[config.mk]
export PLATFORM = sky130hd
export DESIGN_NAME = mbox_cmd_writer
export DESIGN_NICKNAME = d
export VERILOG_FILES = /design/src/rtl/mbox_pkg.sv /design/src/rtl/mbox_gap_timer.sv /design/src/rtl/mbox_frame_word.sv /design/src/rtl/mbox_cmd_writer.sv
export SDC_FILE = /design/constraint.sdc
export NUM_CORES = 1
export LEC_CHECK = 0
export BUFFER_PORTS_ARGS = -buffer_cell sky130_fd_sc_hd__buf_2
export CORE_MARGIN = 3
export CORE_UTILIZATION = 40
export CTS_BUF_LIST = sky130_fd_sc_hd__clkbuf_4 sky130_fd_sc_hd__clkbuf_8 sky130_fd_sc_hd__clkbuf_16
export CTS_CLUSTER_DIAMETER = 50
export DETAILED_ROUTE_END_ITERATION = 6
export SETUP_SLACK_MARGIN = 0.2
export SLEW_MARGIN = 25
export SYNTH_ARGS = -nofsm -noshare
export SYNTH_HDL_FRONTEND = slang
export SYNTH_HIERARCHICAL = 1
export SYNTH_SLANG_ARGS = --single-unit
[constraint.sdc]
create_clock -name clk -period 3.2 [get_ports clk]
set_input_delay 0.32 -clock clk [delete_from_list [all_inputs] [get_ports clk]]
set_output_delay 0.32 -clock clk [all_outputs]
set_load 0.02 [all_outputs]
[src/rtl/mbox_pkg.sv]
package mbox_pkg;
    typedef enum logic [1:0] {
        ST_IDLE = 2'd0,
        ST_WR   = 2'd1,
        ST_GAP  = 2'd2
    } seq_state_e;
endpackage

[src/rtl/mbox_gap_timer.sv]
module mbox_gap_timer #(
    parameter int GAP_CYCLES = 3,
    localparam int CNT_W = (GAP_CYCLES > 1) ? $clog2(GAP_CYCLES) : 1
) (
    input  logic clk,
    input  logic rst_n,
    input  logic load,
    output logic expired
);
    typedef struct packed {
        logic             run;
        logic [CNT_W-1:0] cnt;
    } tmr_t;

    tmr_t tmr_d, tmr_q;

    always_comb begin
        tmr_d = tmr_q;
        if (load) begin
            tmr_d.run = 1'b1;
            tmr_d.cnt = CNT_W'(GAP_CYCLES - 1);
        end else if (tmr_q.run) begin
            if (tmr_q.cnt == '0) tmr_d.run = 1'b0;
            else                 tmr_d.cnt = tmr_q.cnt - 1'b1;
        end
    end

    always_ff @(posedge clk) begin
        if (!rst_n) tmr_q <= '0;
        else        tmr_q <= tmr_d;
    end

    assign expired = tmr_q.run && (tmr_q.cnt == '0);
endmodule

[src/rtl/mbox_frame_word.sv]
module mbox_frame_word #(
    parameter int         MAX_MSG     = 10,
    parameter logic [7:0] CMD_CLASS   = 8'h05,
    parameter logic [7:0] OP_SEND     = 8'h12,
    parameter logic [7:0] OP_TONE_ON  = 8'h01,
    parameter logic [7:0] OP_TONE_OFF = 8'h00,
    localparam int LEN_W = $clog2(MAX_MSG + 1)
) (
    input  logic [4:0]           word_idx,
    input  logic                 tone_mode,
    input  logic                 tone_on,
    input  logic [LEN_W-1:0]     len,
    input  logic [1:0]           burst,
    input  logic [8*MAX_MSG-1:0] bytes,
    output logic [15:0]          word
);
    always_comb begin
        word = 16'h0000;
        if (word_idx == 5'd0) begin
            if (tone_mode) word = {CMD_CLASS, tone_on ? OP_TONE_ON : OP_TONE_OFF};
            else           word = {CMD_CLASS, OP_SEND};
        end else if (!tone_mode) begin
            if (word_idx == 5'd1) begin
                word = 16'(len) + 16'd2;
            end else if (word_idx == 5'd2) begin
                word = 16'(len);
            end else if (word_idx == 5'd3) begin
                case (burst)
                    2'd0:    word = 16'h0000;
                    2'd1:    word = 16'h0001;
                    default: word = 16'hFFFF;
                endcase
            end else begin
                for (int i = 0; i < MAX_MSG; i++) begin
                    if ((int'(word_idx) == i + 4) && (i < int'(len)))
                        word = {8'h00, bytes[i*8 +: 8]};
                end
            end
        end
    end
endmodule

[src/rtl/mbox_cmd_writer.sv]
module mbox_cmd_writer
    import mbox_pkg::*;
#(
    parameter int          ADDR_W      = 16,
    parameter logic [15:0] BASE_ADDR   = 16'h0400,
    parameter int          GAP_CYCLES  = 3,
    parameter int          MAX_MSG     = 10,
    parameter logic [7:0]  CMD_CLASS   = 8'h05,
    parameter logic [7:0]  OP_SEND     = 8'h12,
    parameter logic [7:0]  OP_TONE_ON  = 8'h01,
    parameter logic [7:0]  OP_TONE_OFF = 8'h00,
    localparam int FRAME_WORDS = 18,
    localparam int TONE_WORDS  = 2,
    localparam int SLOT_W      = $clog2(FRAME_WORDS),
    localparam int LEN_W       = $clog2(MAX_MSG + 1)
) (
    input  logic                 clk,
    input  logic                 rst_n,
    input  logic                 msg_start,
    input  logic [7:0]           msg_len,
    input  logic [8*MAX_MSG-1:0] msg_bytes,
    input  logic [1:0]           burst_sel,
    input  logic                 tone_start,
    input  logic                 tone_on,
    output logic [ADDR_W-1:0]    wr_addr,
    output logic [15:0]          wr_data,
    output logic                 wr_stb,
    output logic                 busy,
    output logic                 done
);
    typedef struct packed {
        seq_state_e           state;
        logic [SLOT_W-1:0]    slot;
        logic [SLOT_W-1:0]    last;
        logic                 tone_mode;
        logic                 tone_on;
        logic [LEN_W-1:0]     len;
        logic [1:0]           burst;
        logic [8*MAX_MSG-1:0] bytes;
        logic                 done;
    } seq_t;

    seq_t s_d, s_q;
    logic gap_load, gap_expired;
    logic [4:0] word_idx;
    logic [15:0] word;
    logic [LEN_W-1:0] len_clamped;

    assign len_clamped = (int'(msg_len) > MAX_MSG) ? LEN_W'(MAX_MSG) : msg_len[LEN_W-1:0];

    // slot order: payload words ascending, then length word, header last
    always_comb begin
        if (s_q.slot == s_q.last)                word_idx = 5'd0;
        else if (s_q.slot == s_q.last - 1'b1)    word_idx = 5'd1;
        else                                     word_idx = 5'(s_q.slot) + 5'd2;
    end

    always_comb begin
        s_d      = s_q;
        s_d.done = 1'b0;
        gap_load = 1'b0;
        case (s_q.state)
            ST_IDLE: begin
                if (msg_start) begin
                    s_d.state     = ST_WR;
                    s_d.slot      = '0;
                    s_d.last      = SLOT_W'(FRAME_WORDS - 1);
                    s_d.tone_mode = 1'b0;
                    s_d.len       = len_clamped;
                    s_d.burst     = burst_sel;
                    s_d.bytes     = msg_bytes;
                end else if (tone_start) begin
                    s_d.state     = ST_WR;
                    s_d.slot      = '0;
                    s_d.last      = SLOT_W'(TONE_WORDS - 1);
                    s_d.tone_mode = 1'b1;
                    s_d.tone_on   = tone_on;
                end
            end
            ST_WR: begin
                gap_load  = 1'b1;
                s_d.state = ST_GAP;
            end
            ST_GAP: begin
                if (gap_expired) begin
                    if (s_q.slot == s_q.last) begin
                        s_d.state = ST_IDLE;
                        s_d.done  = 1'b1;
                    end else begin
                        s_d.state = ST_WR;
                        s_d.slot  = s_q.slot + 1'b1;
                    end
                end
            end
            default: s_d.state = ST_IDLE;
        endcase
    end

    always_ff @(posedge clk) begin
        if (!rst_n) s_q <= '0;
        else        s_q <= s_d;
    end

    mbox_gap_timer #(.GAP_CYCLES(GAP_CYCLES)) u_gap (
        .clk     (clk),
        .rst_n   (rst_n),
        .load    (gap_load),
        .expired (gap_expired)
    );

    mbox_frame_word #(
        .MAX_MSG    (MAX_MSG),
        .CMD_CLASS  (CMD_CLASS),
        .OP_SEND    (OP_SEND),
        .OP_TONE_ON (OP_TONE_ON),
        .OP_TONE_OFF(OP_TONE_OFF)
    ) u_word (
        .word_idx (word_idx),
        .tone_mode(s_q.tone_mode),
        .tone_on  (s_q.tone_on),
        .len      (s_q.len),
        .burst    (s_q.burst),
        .bytes    (s_q.bytes),
        .word     (word)
    );

    assign wr_stb  = (s_q.state == ST_WR);
    assign wr_addr = ADDR_W'(BASE_ADDR) + ADDR_W'({word_idx, 1'b0});
    assign wr_data = word;
    assign busy    = (s_q.state != ST_IDLE);
    assign done    = s_q.done;
endmodule

Word-level counts from Yosys, hierarchy flattened
Cells that the tools add are included.
Widths: inputs -> output; s select.
- output and inout port bits: 35
- register bits: 104
- word-level logic and storage cells: 116
- input port bits: 95
- reduce and logical (&&, ||, !) cells: 28
- eq/ne operators: 22
- order comparisons: 11
- bitwise operators: 3
- muxes and demuxes: 34
- $add $sub $neg: 6
- operator list (kind ; count):
    $mux 8 ; 11
    $mux 16 ; 5
    $pmux 16 s2 ; 1
    $eq 5x5->1 const B ; 6
    $eq 5x4->1 const B ; 4
    $lt 3x4->1 const A ; 4
    $mux 5 ; 3
    $mux 14 ; 1
    $mux 13 ; 1
    $add 11x6->12 const A ; 1
    $logic_and 1x1->1 ; 11
    $eq 5x2->1 const B ; 2
    $eq 5x5->1 ; 2
    $pmux 5 s2 ; 1
    $reduce_and 2->1 ; 5
    $gt 8x4->1 const B ; 1
    $lt 1x4->1 const A ; 2
    $lt 2x4->1 const A ; 2
    $lt 4x4->1 const A ; 2
    $reduce_bool 2->1 ; 4
    $mux 7 ; 1
    $logic_not 2->1 ; 3
    $mux 3 ; 2
    $ne 2x2->1 const B ; 3
    other kinds (18) ; 26

Longest topological paths before layout
Gate-level depths: netlist of run 1.
- depth after elaboration: 21
- gate-level depth with buffers: 12

Hierarchy
Netlist of run 1, hierarchy kept.
- by module, submodules not included (module ; sequential area each (µm²) ; area each (µm²) ; times used ; cells each):
    mbox_cmd_writer ; 1961.9 ; 3761.1 ; 1 ; 473
    mbox_frame_word ; 0.0 ; 1507.7 ; 1 ; 236
    mbox_gap_timer ; 60.1 ; 128.9 ; 1 ; 12

Worst setup path before layout of run 1
OpenSTA, ideal clock, no wires.
- path kind: flip-flop to output port
- start point: reg s_q[96] (netlist bit)
- end point: out wr_data[10]
- stages on the path, launching flop included: 10
- arrival time: 3030 ps
- setup slack: -150 ps
- path through: dfxtp_1 > or3_1 > nor2_1 > a22o_1 > nor2_1 > or3_1 > clkbuf_1 > nor3_1 > a21o_1 > buf_4
- cells in the longest elaborated chain, start to end: 9
- ends and longest elaborated chain (item ; line ; RTL):
    from (decl) ; mbox_cmd_writer.sv:43 ; seq_t s_d, s_q;
    from (signal assigned) ; mbox_cmd_writer.sv:100 ; if (!rst_n) s_q <= '0;
    from (signal assigned) ; mbox_cmd_writer.sv:101 ; else s_q <= s_d;
    $add 5x2->5 or $eq 5x5->1 (tied branches) ; mbox_cmd_writer.sv:55, mbox_cmd_writer.sv:54 ;
    $mux 5 ; mbox_cmd_writer.sv:54 ; else if (s_q.slot == s_q.last - 1'b1) word_idx = 5'd1;
    $mux 5 (*) ; mbox_cmd_writer.sv:53 ; if (s_q.slot == s_q.last) word_idx = 5'd0;
    $eq 5x2->1 ; mbox_frame_word.sv:27 ; end else if (word_idx == 5'd3) begin
    $mux 16 ; mbox_frame_word.sv:27 ;
    $mux 16 ; mbox_frame_word.sv:25 ; end else if (word_idx == 5'd2) begin
    $mux 16 ; mbox_frame_word.sv:23 ; if (word_idx == 5'd1) begin
    $mux 16 ; mbox_frame_word.sv:22 ; end else if (!tone_mode) begin
    $mux 16 (*) ; mbox_frame_word.sv:19 ; if (word_idx == 5'd0) begin
    to (decl) ; mbox_cmd_writer.sv:26 ; output logic [15:0] wr_data,
Mark *: on every way between the ends. The rest lies on a longest branch, timed or not.

Worst setup path after layout of run 1
- start point: reg s_q[95] (netlist bit)
- end point: out wr_data[2]
- cells in the longest elaborated chain, start to end: 20
- ends and longest elaborated chain (item ; line ; RTL):
    $add 5x2->5 or $eq 5x5->1 (tied branches) ; mbox_cmd_writer.sv:55, mbox_cmd_writer.sv:54 ;
    $mux 5 ; mbox_cmd_writer.sv:54 ;
    $mux 5 (*) ; mbox_cmd_writer.sv:53 ;
    $eq 5x4->1 ; mbox_frame_word.sv:35 ; if ((int'(word_idx) == i + 4) && (i < int'(len)))
    $logic_and 1x1->1 ; mbox_frame_word.sv:35 ;
    $mux 8 (10 in a row) ; mbox_frame_word.sv:35 ;
    $mux 16 ; mbox_frame_word.sv:27 ;
    $mux 16 ; mbox_frame_word.sv:25 ;
    $mux 16 ; mbox_frame_word.sv:23 ;
    $mux 16 ; mbox_frame_word.sv:22 ;
    $mux 16 (*) ; mbox_frame_word.sv:19 ;
Marked as above.

==> metrics.csv, run 1 <==
metric,value,unit
worst-path fanout max,8,
GRT overflow,0,
clock root buffer,clkbuf_16,
top post-synthesis cells by area,"dfxtp_1, nand2_1, a21oi_1, buf_4, nand3_1",
vias in the first global route,5369,
post-synthesis adder-cell area fraction,0.6954,%
Finished Cell Area,0.007396,mm^2
Starting Density,41.75,%
"flops & latches, synth",101,
detail-routed via count per cell,5.526,
Slew Limit Fails,0,
fin crit share,103.5,%
max incr delay on CP,0.43,ns
post-layout min period,3.313,ns
"antenna viol nets, final",0,
crit start category,register,
DP Area,0.006250,mm^2
slew margin rel.,44.49,%
Final setup viols,8,
peak supply drop,0.0004017,V
Die Y,122.2,um
mux contribution to synthesized area,0.2086,%
most common cell in the synthesized netlist,nand2_1,
drt total wl,18.33,mm
Total Routing Usage GR,24.65,%
complex-gate fraction of the synthesized area,25.36,%
TritonCTS Buffers,9,
I/O pin cnt,130,
initial antenna violation count,0,
status,"finished, violations left",
row count,41,
worst path required time,2.88,ns
Area Overhead vs Synth,37.02,%
clk buf depth,2,
Setup Crit Path Kind,register to primary output,
# diodes,0,
Least-Margin Pin Slew,0.8326,ns
top cell type's share of synthesized area,37.46,%
slowest CP cell,or3b_4,
Max-cap violations,0,
PD cells,494.0,mW/mm^2
initial DRC count,417,
"FFs w/ async S/R, synth",0,%
DRC viols,0,
largest net degree at the start of global routing,86,
violated checks,negative setup slack,
drt pass-1 iters,5,
Post-Layout Cell Count,1038,
post-synthesis sequential area ratio,37.46,%
CP cell instances,or3_4 > nor2_4 > a22o_4 > nor2_4 > buf_4 > or3b_4 > nor2_2 > o21ai_0 > o311ai_4 > a21oi_2 > buf_6,
Commonest cells post-synth,"nand2_1, a21oi_1, dfxtp_1",
crit path capture type,primary output,
Yosys warnings,6,
core area,0.01293,mm^2
CTS H-tree lvls,3,
Fmax,0.3018,GHz
Nets,959,
PortBufs,118,
gp weighted congestion,0.9452,
crit path DAT,2.99,ns
synthesized area,0.005398,mm^2
clock sink count,101,
first-pass GRT wire length,28.39,mm
Placed Cells,989,
clock skew,0.006254,ns
post-DP HPWL,13.32,mm
Die X,122.2,um
largest family of logic cells by synthesized area,simple AND/OR/NAND/NOR gates,
final worst slack,-0.1133,ns
later-pin clock latency in the skew report,0.35,ns
xor-xnor portion of the synthesized cell area,1.113,%
Final Hold Viols,0,
RSZ-0062 raised after global routing,yes,
Static Leakage,2.955,nW
Syn Area/Cell,7.486,um^2
post-synthesis simple-gate area fraction,26.38,%
Synth area leader,dfxtp_1,
CTS hold repair buffers,0,
clk slew on worst S/H paths,0.07,ns
top_reg_cell synth,dfxtp_1,
share of layout cells above drive strength 1,34.76,%
die area,0.01492,mm^2
"most used cell, CP",nor2_4,
worst min path class,input pin to register,
via count,5736,
Post-Syn Instances,721,
routed len/inst,17.66,um
CTS tree,done,
post-synth cell types,75,
Post-synth EDFFs,0,
[sequential cells by signal, summed over array words and instances (netlist names)]
signal       cells
done             1
s_q             97
u_gap/tmr_q      3
[placed cells by master, fill, tap and decap left out, drive strengths merged, types with 9 or more instances in the layout]
master and n:
buf 188, nand2 178, a21oi 111, dfxtp 101, nor2 31, nand3 26, o21ai 22, nor3 20
inv 15, clkbuf 12, a31oi 12, conb 11, a21o 11, o211ai 9
[per-layer routing]
metal / vias up / share of wire (%) / track usage, %
met5: - / 0 / 0
met4: 0 / 3.2 / 9.377
met3: 39 / 6.5 / 5.339
met2: 223 / 47 / 40.54
met1: 2692 / 43 / 31.70
li1: 2782 / - / -
[worst paths after layout]
kind	depth (start not counted)	end	start	slack [ns]
worst max-delay path	11	wr_data[2]	s_q[95]$_SDFFE_PN0P_	-0.11
worst min-delay path	3	s_q[77]$_SDFFE_PN0P_	msg_bytes[76]	0.20
worst max register to register	5	s_q[61]$_SDFFE_PN0P_	s_q[100]$_SDFFE_PN0P_	1.25
worst min register to register	2	s_q[17]$_SDFFE_PN0P_	s_q[17]$_SDFFE_PN0P_	0.45
[critical path: cells and delay by family (launching register included)]
kind	cells	cell delay [ns]
and+or+nand+nor	5	1.31
AOI/OAI and AO/OA	4	0.71
buffers and inverters	2	0.30
DFF	1	0.33
[cell families after synthesis]
family                   count (synthesis)
AND/OR/NAND/NOR                        305
multiplexers                             1
XOR/XNOR                                 6
AO/OA/AOI/OAI                          218
buffers and inverters                   85
adder cells (fa/ha/maj)                  3
flip-flops                             101
other                                    2
[per-stage QoR]
step	hold slack (ns)	setup TNS [ns]	worst slack, ns	util [%]	power, mW
after floorplan	0.4317	0	0.1970	-	2.013
after global placement	0.4479	-0.003178	-0.003178	48.34	2.237
after detailed placement	0.4481	0	0.01298	48.34	2.248
after CTS	0.1876	-0.5561	-0.08000	54.79	3.636
after global routing	0.1969	-1.385	-0.2095	57.21	3.833
final	0.1959	-0.5369	-0.1133	57.21	3.654
[repair_timing]
item / 4_1_cts / 5_1_grt
gates cloned: 1 / 2
pin swaps: 27 / 15
setup buffers: 19 / 11
resized for setup: 60 / 52
setup endpoints to repair: 16 / 10
[final cells by class]
class                      count  area (um^2)
fill                        1242         5532
clock buffer                  12        254.0
tap                          172        215.2
sequential                   101         2033
inverter                      15        56.30
timing repair buffer         189         1314
clock inverter                 4        95.09
multi-input combinational    545         3428
[where the power goes]
group	leakage [nW]	switching [mW]	total, mW	internal, mW
Clock	0.174	0.461	1.26	0.802
Combinational	1.95	0.529	0.919	0.391
Sequential	0.831	0.106	1.47	1.37
Power figures use the tool's default switching activity.
==> inputs of run 2 (changes only) <==
- BUFFER_PORTS_ARGS: -buffer_cell sky130_fd_sc_hd__buf_2 -> default
- DONT_BUFFER_PORTS: default -> 1
==> run 2 against run 1 <==
  * The run still ends with negative setup slack left
  * Combinational power is 10% lower
  * Power decreased by 6.9%
  * Setup slack improved by 0.014 ns
  * Die area did not move
  * Sequential power about the same
  * Core utilization fell by 5.3 points
==> metrics.csv, run 2 (synthesized netlist as in run 1, its figures left out) <==
metric,value,unit,change
Flop pwr share,43.5,%,+3.2 points
"reg-to-reg slack, setup",1.36,ns,+0.11 ns
largest reg by FF count,s_q,,
Worst R2R Path Depth,4,,-1
Pwr Total,3.401,mW,-6.9%
"commonest non-fill, non-tap cell in the layout",nand2_1,,
Post-Layout Cell Count,923,,-11%
routed wl met2,8.440,mm,-2.7%
Worst R2R Start,s_q[100]$_SDFFE_PN0P_,,
Util after Layout,51.90,%,-5.3 points
initial DRC count,285,,-32%
clock share of power,32.3,%,-2.3 points
CP startpoint,s_q[98]$_SDFFE_PN0P_,,
routed len/inst,19.03,um,+7.7%
"antenna viol nets, final",0,,unchanged
Max-cap violations,0,,unchanged
slew margin rel.,48.07,%,+3.6 points
via count,5298,,-7.6%
share of layout cells above drive strength 1,24.50,%,-10 points
TritonCTS Buffers,9,,unchanged
switching share of power,31.29,%,+1.3 points
routed wl met3,1.166,mm,-2.7%
Total Routing Usage GR,24.18,%,-0.47 points
CTS H-tree lvls,3,,unchanged
Post-Place Setup Slack,0.04796,ns,+0.03499 ns
Final setup viols,8,,unchanged
Starting Density,41.75,%,unchanged
CTS tree,done,,
DRC viols,0,,unchanged
post-layout min period,3.299,ns,-0.01405 ns
CP cell instances,xor2_4 > buf_4 > a22o_4 > nor2_4 > buf_6 > nor2b_4 > buf_6 > and2_4 > a22oi_1 > o31ai_2 > o31a_1 > buf_6,,
PortBufs,0,,-100%
peak supply drop,0.0003845,V,-4.3%
slowest CP cell,a22oi_1,,
clk slew on worst S/H paths,0.07,ns,about the same
max incr delay on CP,0.38,ns,-0.05 ns
worst min path class,input pin to register,,
max reg flops,97,,unchanged
crit path capture type,primary output,,
initial antenna violation count,0,,unchanged
drt total wl,17.56,mm,-4.2%
core area,0.01293,mm^2,unchanged
Crit path buffers/inverters,4,,+2
Logic pwr share,24.3,%,-0.9 points
Final Hold Viols,0,,unchanged
Nets,844,,-12%
total negative slack,-0.4679,ns,+0.06899 ns
filler instances,1284,,+3.4%
worst path required time,2.88,ns,about the same
later-pin clock latency in the skew report,0.35,ns,about the same
Int Pwr,2.337,mW,-8.6%
RSZ-0062 raised after global routing,yes,,
"most used cell, CP",buf_6,,
Static Leakage,2.424,nW,-18%
CP endpoint,wr_data[1],,
first-pass GRT wire length,27.54,mm,-3.0%
PD cells,506.9,mW/mm^2,+2.6%
GRT overflow,0,,unchanged
status,"finished, violations left",,
fin crit share,103.1,%,-0.44 points
final worst slack,-0.09929,ns,+0.01405 ns
violated checks,negative setup slack,,
clock root buffer,clkbuf_16,,
max layer used,met4,,
die area,0.01492,mm^2,unchanged
clock sink count,101,,unchanged
worst-path fanout max,5,,-3
Least-Margin Pin Slew,0.7779,ns,-0.05469 ns
Slew Limit Fails,0,,unchanged
post-DP HPWL,13.33,mm,about the same
r2r endpoint,s_q[75]$_SDFFE_PN0P_,,
Placed Cells,887,,-10%
gp weighted congestion,0.9690,,+2.5%
row count,41,,unchanged
Setup Crit Path Kind,register to primary output,,
Die X,122.2,um,unchanged
Top delay family on crit path,compound AO/OA/AOI/OAI gates,,
Die Y,122.2,um,unchanged
most frequent cells in the layout,"nand2_1, a21oi_1, dfxtp_1",,
met1 WL,7.443,mm,-5.3%
vias in the first global route,5215,,-2.9%
drt pass-1 iters,4,,-1
cell count along the critical path,12,,+1
Area Overhead vs Synth,24.29,%,
crit start category,register,,
sw power,1.064,mW,-2.9%
CTS hold repair buffers,0,,unchanged
detail-routed via count per cell,5.740,,+3.9%
Fmax,0.3031,GHz,+0.43%
clock skew,0.007983,ns,+0.001730 ns
crit path DAT,2.98,ns,about the same
I/O pin cnt,130,,unchanged
largest net degree at the start of global routing,48,,-44%
# diodes,0,,unchanged
clk buf depth,2,,unchanged
run 2: what timing repair did:
action / CTS / global route
setup buffers: 16 / 3
pin swaps: 31 / 18
setup endpoints to repair: 16 / 16
resized for setup: 76 / 21
cloned: 1 / 0
run 2: metrics by stage:
| step | hold slack, ns | instance area [um^2] |
|---|---|---|
| 2_1_floorplan | 0.4317 | 5540 |
| 3_3_place_gp | 0.4405 | 5767 |
| 3_5_place_dp | 0.4473 | 5767 |
| 4_1_cts | 0.07444 | 6579 |
| 5_1_grt | 0.07678 | 6709 |
| 6_report | 0.08449 | 6709 |
run 2: worst min-delay path by stage:
stage	startpoint	to	slack, ns	cells past startpoint
after floorplan	s_q[37]$_SDFFE_PN0P_	s_q[37]$_SDFFE_PN0P_	0.43	2
after global placement	rst_n	u_gap/tmr_q[2]$_SDFF_PN0_	0.44	1
after detailed placement	rst_n	u_gap/tmr_q[2]$_SDFF_PN0_	0.45	1
after CTS	rst_n	u_gap/tmr_q[2]$_SDFF_PN0_	0.07	1
after global routing	rst_n	u_gap/tmr_q[2]$_SDFF_PN0_	0.08	1
final	rst_n	u_gap/tmr_q[2]$_SDFF_PN0_	0.08	1
run 2: power by group through the flow:
stage	sequential [mW]	combinational (mW)	clock, mW
floorplan	1.44	0.577	0
global placement	1.50	0.681	0
detailed placement	1.50	0.693	0
CTS	1.47	0.782	1.12
global route	1.49	0.911	1.18
finish	1.48	0.825	1.10
run 2: cell type report:
type                       instances  area, um^2  share of cell area [%]
clock inverter                     4       47.55                  0.7087
multi-input combinational        545        3452                   51.45
sequential                       101        2029                   30.25
tap                              172       215.2                   3.208
inverter                          15       56.30                  0.8392
timing repair buffer              74       654.4                   9.754
clock buffer                      12       254.0                   3.786
run 2: metal layers:
| metal | vias to the layer above | GRT usage (%) |
|---|---|---|
| met4 | 0 | 8.817 |
| li1 | 2548 | - |
| met5 | - | 0 |
| met1 | 2516 | 30.15 |
| met2 | 199 | 40.64 |
| met3 | 35 | 5.850 |
==> inputs of run 3 (changes only) <==
--- a/config.mk
+++ b/config.mk
@@ -8,5 +8,5 @@
 export CORE_MARGIN = 3
 export CORE_UTILIZATION = 40
-export CTS_BUF_LIST = sky130_fd_sc_hd__clkbuf_4 sky130_fd_sc_hd__clkbuf_8 sky130_fd_sc_hd__clkbuf_16
+export CTS_BUF_LIST = sky130_fd_sc_hd__clkbuf_8
 export CTS_CLUSTER_DIAMETER = 50
 export DETAILED_ROUTE_END_ITERATION = 6
==> constraint.sdc (replaced) <==
create_clock -name clk -period 3.2 [get_ports clk]
set_input_delay 0.32 -clock clk [delete_from_list [all_inputs] [get_ports clk]]
set_output_delay 0.32 -clock clk [all_outputs]
set_load 0.05 [all_outputs]
==> run 3 against run 2 <==
  * The run still ends with negative setup slack left
  * Wire length rose by 0.18%
  * Sequential cell count unchanged
  * Hold slack got worse by 0.038 ns
  * Power is 3.0% lower
  * Non-clock buffer count is 2 higher
  * Design area about the same
  * Register-to-register slack worse by 0.17 ns
  * Via count is 0.42% higher
  * Cell count up 0.33%
  * Sequential share of layout area is essentially flat
  * Combinational power increased by 13%
  * Largest power group unchanged
==> metrics.csv, run 3 (synthesized netlist as in run 1, its figures left out) <==
metric,value,unit,change
Final Hold Viols,0,,unchanged
initial DRC count,388,,+36%
DRC viols,0,,unchanged
worst-path fanout max,9,,+4
# diodes,0,,unchanged
Worst R2R Path Depth,4,,unchanged
largest net degree at the start of global routing,50,,+4.2%
PortBufs,0,,unchanged
Die Y,122.2,um,unchanged
violated checks,negative setup slack,,
first-pass GRT wire length,26.91,mm,-2.3%
vias in the first global route,5053,,-3.1%
crit path capture type,primary output,,
later-pin clock latency in the skew report,0.39,ns,+0.04 ns
"commonest non-fill, non-tap cell in the layout",nand2_1,,
most frequent cells in the layout,"nand2_1, a21oi_1, dfxtp_1",,
Finished Cell Area,0.006706,mm^2,about the same
Least-Margin Pin Slew,0.9299,ns,+0.1520 ns
routed len/inst,19.00,um,-0.15%
Nets,847,,+0.36%
max reg flops,97,,unchanged
largest reg by FF count,s_q,,
slew margin rel.,38.01,%,-10 points
"reg-to-reg slack, setup",1.19,ns,-0.17 ns
DP Area,0.005888,mm^2,+2.1%
Setup Crit Path Kind,register to primary output,,
die area,0.01492,mm^2,unchanged
post-DP HPWL,13.00,mm,-2.5%
via count,5320,,+0.42%
PD cells,492.0,mW/mm^2,-2.9%
Fmax,0.2990,GHz,-1.3%
final worst slack,-0.1443,ns,-0.04496 ns
initial antenna violation count,0,,unchanged
Final setup viols,8,,unchanged
post-layout min period,3.344,ns,+0.04496 ns
CTS H-tree lvls,3,,unchanged
worst min path class,input pin to register,,
clk slew on worst S/H paths,0.10,ns,+0.03 ns
clock sink count,101,,unchanged
clock skew,0.01131,ns,+0.003327 ns
crit start category,register,,
core area,0.01293,mm^2,unchanged
Post-Place Setup Slack,0.04941,ns,+0.001451 ns
filler instances,1277,,-0.55%
total negative slack,-0.7751,ns,-0.3072 ns
peak supply drop,0.0003578,V,-6.9%
Slew Limit Fails,0,,unchanged
drt total wl,17.59,mm,+0.18%
"antenna viol nets, final",0,,unchanged
RSZ-0062 raised after global routing,yes,,
worst path required time,2.88,ns,about the same
register area,0.002032,mm^2,+0.12%
GRT overflow,0,,unchanged
fin crit share,104.5,%,+1.4 points
clk buf depth,2,,unchanged
Static Leakage,2.444,nW,+0.84%
share of layout cells above drive strength 1,24.67,%,+0.17 points
Area Overhead vs Synth,24.25,%,about the same
clock root buffer,clkbuf_8,,
gp weighted congestion,1.013,,+4.5%
Pwr Total,3.299,mW,-3.0%
Die X,122.2,um,unchanged
row count,41,,unchanged
crit path DAT,3.02,ns,+0.04 ns
TritonCTS Buffers,9,,unchanged
CTS tree,done,,
drt pass-1 iters,5,,+1
CTS hold repair buffers,0,,unchanged
Total Routing Usage GR,23.62,%,-0.57 points
Worst Hold Depth,2,,+1
area occupied by multi-input gates,0.003447,mm^2,-0.14%
I/O pin cnt,130,,unchanged
Starting Density,41.75,%,unchanged
detail-routed via count per cell,5.745,,about the same
Max-cap violations,0,,unchanged
status,"finished, violations left",,
==> run 3: through the flow <==
stage	cells	hold WS, ns	util (%)
2_1_floorplan	730	0.4317	-
3_3_place_gp	883	0.4412	45.55
3_5_place_dp	883	0.4508	45.55
4_1_cts	921	0.02013	51.18
5_1_grt	926	0.02492	51.88
6_report	926	0.04656	51.88
==> run 3: power breakdown <==
group / internal (mW) / switching (mW) / total [mW] / leakage, nW
Clock: 0.460 / 0.438 / 0.898 / 0.112
Sequential: 1.36 / 0.109 / 1.47 / 0.831
Combinational: 0.353 / 0.576 / 0.929 / 1.50
==> run 3: what timing repair did <==
item	in CTS	in global routing
resized for setup	62	11
setup endpoints to repair	16	10
buffers inserted	18	5
cloned	4	0
pin swaps	36	23
==> run 3: final timing paths <==
check / start / endpoint
setup / recovery: s_q[97]$_SDFFE_PN0P_ / wr_data[0]
hold / removal: msg_len[1] / s_q[84]$_SDFFE_PN0P_
setup reg to reg: s_q[100]$_SDFFE_PN0P_ / s_q[83]$_SDFFE_PN0P_
hold reg to reg: s_q[1]$_SDFFE_PN0P_ / s_q[1]$_SDFFE_PN0P_
==> run 3: per-layer routing <==
| layer | up-vias | track usage, % | part of all wire, % |
|---|---|---|---|
| li1 | 2557 | - | - |
| met1 | 2493 | 28.24 | 40 |
| met2 | 221 | 38.95 | 48 |
| met3 | 49 | 6.732 | 7.9 |
| met4 | 0 | 11.48 | 4.3 |
| met5 | - | 0 | 0 |
==> run 3: worst max-delay path, stage by stage (launching register included) <==
cell	delay, ns
dfxtp_2	0.33
or3_4	0.40
nor2_4	0.13
a22o_4	0.22
nor2_4	0.07
buf_4	0.18
buf_4	0.15
and3_1	0.22
a2111oi_1	0.54
a2bb2oi_2	0.23
o21ai_4	0.17
==> run 3: area by class of cell <==
| cell class | count | area share (%) |
|---|---|---|
| tap | 172 | 3.209 |
| sequential | 101 | 30.30 |
| multi-input combinational | 546 | 51.40 |
| clock inverter | 6 | 1.287 |
| clock buffer | 10 | 2.052 |
| inverter | 15 | 0.8396 |
| timing repair buffer | 76 | 10.91 |
